<file path="config.mk">
export PLATFORM = sky130hd
export DESIGN_NAME = ilim_ramp_seq
export DESIGN_NICKNAME = d
export VERILOG_FILES = /design/src/rtl/ilim_ramp_pkg.sv /design/src/rtl/ilim_interval_timer.sv /design/src/rtl/ilim_cond_latch.sv /design/src/rtl/ilim_level_reg.sv /design/src/rtl/ilim_ramp_seq.sv
export SDC_FILE = /design/constraint.sdc
export NUM_CORES = 1
export LEC_CHECK = 0
export CAP_MARGIN = 20
export CORE_AREA = 2 2 39 41
export CTS_BUF_LIST = sky130_fd_sc_hd__clkbuf_2 sky130_fd_sc_hd__clkbuf_4 sky130_fd_sc_hd__clkbuf_8
export DETAILED_ROUTE_END_ITERATION = 8
export DIE_AREA = 0 0 41 43
export PLACE_DENSITY_LB_ADDON = 0.1
export SLEW_MARGIN = 40
export SYNTH_ARGS = -nofsm -noshare
export SYNTH_HDL_FRONTEND = slang
export SYNTH_HIERARCHICAL = 1
export SYNTH_SLANG_ARGS = --single-unit
</file>
<file path="constraint.sdc">
create_clock -name clk -period 2.2 [get_ports clk]
set_input_delay 0.44 -clock clk [delete_from_list [all_inputs] [get_ports clk]]
set_output_delay 0.44 -clock clk [all_outputs]
set_load 0.02 [all_outputs]
</file>
<file path="src/rtl/ilim_ramp_pkg.sv">
package ilim_ramp_pkg;

    // Step request: the interval has elapsed and conduction qualifies it.
    typedef struct packed {
        logic due;
        logic conduct;
    } step_req_t;

    // Width needed to hold levels 1 .. steps+1.
    function automatic int code_width(input int steps);
        return $clog2(steps + 2);
    endfunction

    // Width needed to hold a tick count 0 .. ticks.
    function automatic int count_width(input int ticks);
        return $clog2(ticks + 1);
    endfunction

    // A step fires only when due, qualified, and below full scale.
    function automatic logic step_fire(input step_req_t req, input logic at_top);
        return req.due && req.conduct && !at_top;
    endfunction

endpackage

</file>
<file path="src/rtl/ilim_interval_timer.sv">
module ilim_interval_timer #(
    parameter int TICKS = 2,
    parameter int CNT_W = 2
) (
    input  logic clk,
    input  logic rst,
    input  logic enable,
    input  logic tick_ms,
    input  logic step,
    output logic due
);
    localparam logic [CNT_W-1:0] LIMIT = CNT_W'(TICKS);

    logic [CNT_W-1:0] cnt_q;

    always_ff @(posedge clk) begin
        if (rst || !enable) begin
            cnt_q <= '0;
        end else if (step) begin
            cnt_q <= '0;
        end else if (tick_ms && (cnt_q != LIMIT)) begin
            cnt_q <= cnt_q + 1'b1;
        end
    end

    assign due = (cnt_q == LIMIT);

    // the count never passes the interval length
    a_r3_count_bound: assert property (@(posedge clk) disable iff (rst)
        cnt_q <= LIMIT);

    // after a step the count starts over
    a_r6_count_restart: assert property (@(posedge clk) disable iff (rst)
        (step && enable) |=> (cnt_q == '0));

endmodule

</file>
<file path="src/rtl/ilim_cond_latch.sv">
module ilim_cond_latch (
    input  logic clk,
    input  logic rst,
    input  logic enable,
    input  logic led_on,
    input  logic step,
    output logic conduct
);
    logic seen_q;

    always_ff @(posedge clk) begin
        if (rst || !enable) begin
            seen_q <= 1'b0;
        end else if (step) begin
            seen_q <= 1'b0;
        end else if (led_on) begin
            seen_q <= 1'b1;
        end
    end

    assign conduct = seen_q | led_on;

    // a step consumes the recorded conduction
    a_r6_sticky_clear: assert property (@(posedge clk) disable iff (rst)
        step |=> !seen_q);

    // conduction is recorded until a step takes it
    a_r4_sticky_hold: assert property (@(posedge clk) disable iff (rst)
        (led_on && enable && !step) |=> seen_q);

endmodule

</file>
<file path="src/rtl/ilim_level_reg.sv">
module ilim_level_reg #(
    parameter int STEPS  = 8,
    parameter int CODE_W = 4
) (
    input  logic              clk,
    input  logic              rst,
    input  logic              enable,
    input  logic              step,
    output logic [CODE_W-1:0] code,
    output logic              at_top
);
    localparam logic [CODE_W-1:0] TOP  = CODE_W'(STEPS + 1);
    localparam logic [CODE_W-1:0] BASE = CODE_W'(1);

    logic [CODE_W-1:0] code_q;

    always_ff @(posedge clk) begin
        if (rst || !enable) begin
            code_q <= BASE;
        end else if (step && (code_q != TOP)) begin
            code_q <= code_q + 1'b1;
        end
    end

    assign code   = code_q;
    assign at_top = (code_q == TOP);

    // level stays inside 1 .. full scale
    a_r2_code_range: assert property (@(posedge clk) disable iff (rst)
        (code_q >= BASE) && (code_q <= TOP));

    // level moves by one ninth or restarts at the base
    a_r2_single_step: assert property (@(posedge clk) disable iff (rst)
        (code_q != $past(code_q)) |-> ((code_q == $past(code_q) + 1'b1) || (code_q == BASE)));

    // full scale is reached only from the level just below
    a_r8_done_entry: assert property (@(posedge clk) disable iff (rst)
        $rose(at_top) |-> ($past(code_q) == TOP - 1'b1));

    // a low enable restarts the ramp
    a_r9_disable_base: assert property (@(posedge clk) disable iff (rst)
        !enable |=> (code_q == BASE));

endmodule

</file>
<file path="src/rtl/ilim_ramp_seq.sv">
module ilim_ramp_seq #(
    parameter int STEPS = 8,
    parameter int TICKS = 2
) (
    input  logic       clk,
    input  logic       rst,
    input  logic       enable,
    input  logic       tick_ms,
    input  logic       led_on,
    output logic [3:0] ilim_code,
    output logic       ramp_done
);
    import ilim_ramp_pkg::*;

    localparam int CODE_W = code_width(STEPS);
    localparam int CNT_W  = count_width(TICKS);

    step_req_t         req;
    logic              step;
    logic              at_top;
    logic [CODE_W-1:0] level;

    ilim_interval_timer #(.TICKS(TICKS), .CNT_W(CNT_W)) u_timer (
        .clk     (clk),
        .rst     (rst),
        .enable  (enable),
        .tick_ms (tick_ms),
        .step    (step),
        .due     (req.due)
    );

    ilim_cond_latch u_cond (
        .clk     (clk),
        .rst     (rst),
        .enable  (enable),
        .led_on  (led_on),
        .step    (step),
        .conduct (req.conduct)
    );

    ilim_level_reg #(.STEPS(STEPS), .CODE_W(CODE_W)) u_level (
        .clk    (clk),
        .rst    (rst),
        .enable (enable),
        .step   (step),
        .code   (level),
        .at_top (at_top)
    );

    assign step      = step_fire(req, at_top) && enable;
    assign ilim_code = 4'(level);
    assign ramp_done = at_top;

    // every increase was qualified by due interval and conduction
    a_r4_qualified_step: assert property (@(posedge clk) disable iff (rst)
        (enable && (ilim_code == $past(ilim_code) + 1'b1)) |-> $past(req.due && req.conduct));

    // a due interval with conduction present advances next cycle
    a_r5_prompt_step: assert property (@(posedge clk) disable iff (rst)
        (enable && req.due && led_on && !ramp_done) |=> (ilim_code == $past(ilim_code) + 1'b1) || !enable || rst);

    // full scale holds while enabled
    a_r8_hold_top: assert property (@(posedge clk) disable iff (rst)
        (ramp_done && enable) |=> (ramp_done || !enable));

endmodule

</file>
# [After elaboration in Yosys (flattened, before gate mapping)]
# Cells that the tools add are included.
[totals] in_bits=5 out_inout_bits=5 regBits=7 wordCells=19
[op_classes] n_addsub=2 n_bitwise=1 n_reduce_logical=9 eq_ne=4
[ops] cell="$logic_and A1 B1 Y1" count=5
[ops] cell="$add A4 B1 Y4 const B" count=1
[ops] cell="$eq A4 B4 Y1 const B" count=1
[ops] cell="$ne A4 B4 Y1 const B" count=1
[ops] cell="$add A2 B1 Y2 const B" count=1
[ops] cell="$eq A2 B2 Y1 const B" count=1
[ops] cell="$logic_not A1 Y1" count=2
[ops] cell="$ne A2 B2 Y1 const B" count=1
[ops] cell="$reduce_or A2 Y1" count=1
[ops] cell="$logic_or A1 B1 Y1" count=1
[ops] cell="$or A1 B1 Y1" count=1

# [Logic depth before layout (Yosys ltp)]
[logic_depth] ltp_word=5 depth_mapped=8 mapped_depth_nobuf=8

# [Modules after synthesis]
# Netlist, hierarchy kept.
[by_module_without_submodules] mod="ilim_level_reg" n_inst=1 cells_each=23 area_per_inst_um2=220.2 seq_area_each_um2=80.1
[by_module_without_submodules] mod="ilim_interval_timer" n_inst=1 cells_each=10 area_per_inst_um2=101.3 seq_area_each_um2=40.0
[by_module_without_submodules] mod="ilim_cond_latch" n_inst=1 cells_each=4 area_per_inst_um2=36.3 seq_area_each_um2=20.0
[by_module_without_submodules] mod="ilim_ramp_seq" n_inst=1 cells_each=1 area_per_inst_um2=10.0 seq_area_each_um2=0.0

# [Worst setup path after synthesis]
# Ideal clock, no wire load.
[synth_path] kind="flip-flop to flip-flop" startpoint="register u_level.code_q[1] (netlist: u_level/code[1])" endpoint="register u_level.code_q[2] (netlist: u_level/code[2])" required_time_ns=2.134 setup_time_ns=0.066 n_path_buf=0 t_arrival_ns=1.862 period_less_slack_ns=1.928 stages_incl_launch_ff=9 slack_ns=0.272 cell_sequence="dfxtp_1 inv_1 ha_1 nand3b_4 inv_1 and4b_1 nand2_1 or3b_1 a21oi_2"
[synth_between] elab_chain_cells=5 word_cells_on_any_way=7 classes_between="add/sub: 1; eq/ne: 2; reduce/logical: 4"
[synth_rtl] element="start, declared" line_no="ilim_level_reg.sv:15" source="logic [CODE_W-1:0] code_q;"
[synth_rtl] element="start signal, assigned" line_no="ilim_level_reg.sv:21" source="code_q <= code_q + 1'b1;"
[synth_rtl] element="$eq A4 B4 Y1" line_no="ilim_level_reg.sv:26" source="assign at_top = (code_q == TOP);"
[synth_rtl] element="net ramp_done" line_no="ilim_ramp_seq.sv:11" source="output logic ramp_done"
[synth_rtl] element="$logic_not A1 Y1" line_no="ilim_ramp_pkg.sv:21" source="return req.due && req.conduct && !at_top;"
[synth_rtl] element="$logic_and A1 B1 Y1" line_no="ilim_ramp_pkg.sv:21"
[synth_rtl] element="$logic_and A1 B1 Y1" line_no="ilim_ramp_seq.sv:50" source="assign step = step_fire(req, at_top) && enable;"
[synth_rtl] element="net step" line_no="ilim_ramp_seq.sv:19" source="logic step;"
[synth_rtl] element="$logic_and A1 B1 Y1" line_no="ilim_level_reg.sv:20" source="end else if (step && (code_q != TOP)) begin"
# The timed path passes the listed nets, and every way through them passes these cells.
# A chain may end at the register's enable or synchronous reset.

# [Worst setup path in the final report]
[layout_path] startpoint="register u_level.code_q[1] (netlist: u_level/code[1])" endpoint="output port ramp_done"
[layout_between] elab_chain_cells=1
[layout_rtl] element="$eq A4 B4 Y1" line_no="ilim_level_reg.sv:26"
[layout_rtl] element="end, declared" line_no="ilim_ramp_seq.sv:11"
# No other way between the ends.

==> impl_metrics.tcl <==
set metrics [dict create \
    via_count 299 \
    die-area_mm2 0.001763 \
    cp_data_arrival_time_ps 1640 \
    cts_setup_buffers 0 \
    gr-usage-all-layers 0.1074 \
    setup.worst_path.start_class "flip-flop" \
    layoutNonFillerInstCount 67 \
    postSynthAreaPerCell_um2 9.680 \
    min_path_type "reg -> reg" \
    syn_area_um2 367.9 \
    nFillCells 154 \
    fin_crit_ps 2084 \
    synth_nets 46 \
    grt_pass1_vias 293 \
    antenna_found_initial 0 \
    dieHeight_um 43 \
    grt_pass1_wl_um 1145 \
    ctsHoldBuffers 0 \
    powerDensity_mw_per_mm2 558.7 \
    fmax_ghz 0.4798 \
    vdd_drop_max_v 0.0002094 \
    run_status "finished, final reports clean" \
    grt_max_degree 9 \
    multi_input_area_um2 216.5 \
    clock_latency_ps 250 \
    core_mm2 0.001384 \
    fp-row-count 14 \
    clkTransAtPathRegs_ps 50 \
    crit_type "reg -> out" \
    die_w_um 41 \
    place_ws_ps 206.4 \
    layout_commonest_cell "clkdlybuf4s50_1" \
    remaining_drc_errors 0 \
    area.sequential_um2 141.4 \
    clk_path_buf_depth 2 \
    synth_cell_types 21 \
    overflow 0 \
    setup_viol 0 \
    final_max_slew_viol_count 0 \
    routed_wl_um 711 \
    synth-seq-cells 7 \
    fin_crit_sh 0.9474 \
    drv_cap 0 \
    setup_slack_ps 115.8 \
    crit_path_end_kind "output pin" \
    cts_tree "yes" \
    ant_nets 0 \
    cts_root_buffer "clkbuf_4" \
    final.setup_skew_ps 1.380 \
    hold_viol 0 \
    numPortBuffers 9 \
    post-dp-hpwl_um 551.3 \
    slew_headroom 0.8376 \
    initial_utilization 0.2658 \
    wire_per_inst_um 10.61 \
    drive_gt1_frac 0.1961 \
    dp_cells 63 \
    setup-tns-final_ps 0 \
    tightest_slew_ps 243.5 \
    ys_warn_count 6 \
    synth_seq_area_share 0.3810 \
    rsz0062_at_grt "false" \
    required_ps 1760 \
    crit_fanout 6 \
    dr.pass1.iters 2 \
    area_growth_pct 38.44 \
    post_cts_resized 0 \
    viasPerCell 4.463 \
    cts_sinks 7 \
    most-common-layout-cells "9 x clkdlybuf4s50_1, 6 x dfxtp_1, 4 x clkbuf_4, 4 x nor2_1" \
    io_pins 10 \
    syn_inst 38 \
    gp_congestion 0.6568 \
    nets 60 \
    cts_made_buffers 3 \
    initialDrtViolationCount 1 \
    leakagePower_nw 0.2081 \
    antenna_cells 0 \
    cts_max_level 1 \
]
[cell usage after synthesis]
cell / n / area (µm²)
nand2_1: 2 / 7.510
and2b_1: 1 / 7.510
nor3_1: 1 / 5.000
a21oi_1: 2 / 10.01
nand3b_4: 1 / 20.02
or3b_1: 2 / 17.52
nand2b_1: 1 / 6.260
dfxtp_1: 7 / 140.1
and3_2: 2 / 15.01
nor2_1: 4 / 15.01
a211oi_2: 1 / 12.51
or2_1: 1 / 6.260
and3_1: 1 / 6.260
inv_1: 3 / 11.26
o21bai_1: 1 / 7.510
xor2_1: 1 / 8.760
xnor2_1: 1 / 8.760
nand4_1: 1 / 6.260
and4b_1: 1 / 10.01
ha_1: 3 / 37.54
a21oi_2: 1 / 8.760
[where the power goes]
group | leakage [nW] | total (W) | internal (W) | switching [W]
Clock | 0.0184 | 0.000128 | 0.0000815 | 0.0000465
Sequential | 0.0563 | 0.000132 | 0.000130 | 0.00000170
Combinational | 0.133 | 0.0000249 | 0.0000145 | 0.0000104
[cell type report]
| type | instances | share of cell area |
|---|---|---|
| tap | 16 | 0.03931 |
| clock buffer | 4 | 0.05897 |
| inverter | 3 | 0.02211 |
| timing repair buffer | 9 | 0.1769 |
| multi-input combinational | 28 | 0.4251 |
| sequential | 7 | 0.2776 |
[worst max-delay path: stages, from the launching register on]
cell and delay [ps]:
dfxtp_1 350, inv_1 70, ha_1 190, nand3b_4 110
inv_1 80, clkdlybuf4s50_1 600
[final timing paths]
check / from / end / slack, ps / depth (start not counted)
max: u_level/code[1] / ramp_done / 120 / 5
min: u_level/code[2] / u_level/code[2] / 510 / 2
max reg2reg: u_level/code[1] / u_level/code[2] / 320 / 8
min reg2reg: u_level/code[2] / u_level/code[2] / 510 / 2
[per-layer routing]
metal,GRT usage,vias to the layer above,wire (µm),part of all wire
li1,-,156,-,-
met1,0.1093,136,316,0.44
met2,0.1438,7,339,0.48
met3,0.06283,0,55,0.077
met4,0.1000,0,0,0
met5,0,-,0,0
[state kept, by name (all words and copies together), names as in the netlist]
name           count
u_level/code       4
u_timer/cnt_q      2
u_cond/seen_q      1
[metrics by stage]
step	util	power [W]	cell area [µm²]	hold slack, ps
global placement	0.3454	0.0001580	478.0	498.6
global route	0.3680	0.0003014	509.2	545.1
CTS	0.3671	0.0002930	508.0	520.2
finish	0.3680	0.0002845	509.2	512.7
floorplan	-	0.0001482	367.9	484.4
detailed placement	0.3454	0.0001592	478.0	505.2
[cells by family after synthesis]
group / Yosys count / share of synthesized area
adders and majority gates: 3 / 0.1021
DFF: 7 / 0.3809
and+or+nand+nor: 18 / 0.3334
xor gates and xnor gates: 2 / 0.04763
buffers and inverters: 3 / 0.03061
AOI/OAI and AO/OA: 5 / 0.1054
Note: power is estimated with default switching activity, not from simulation.
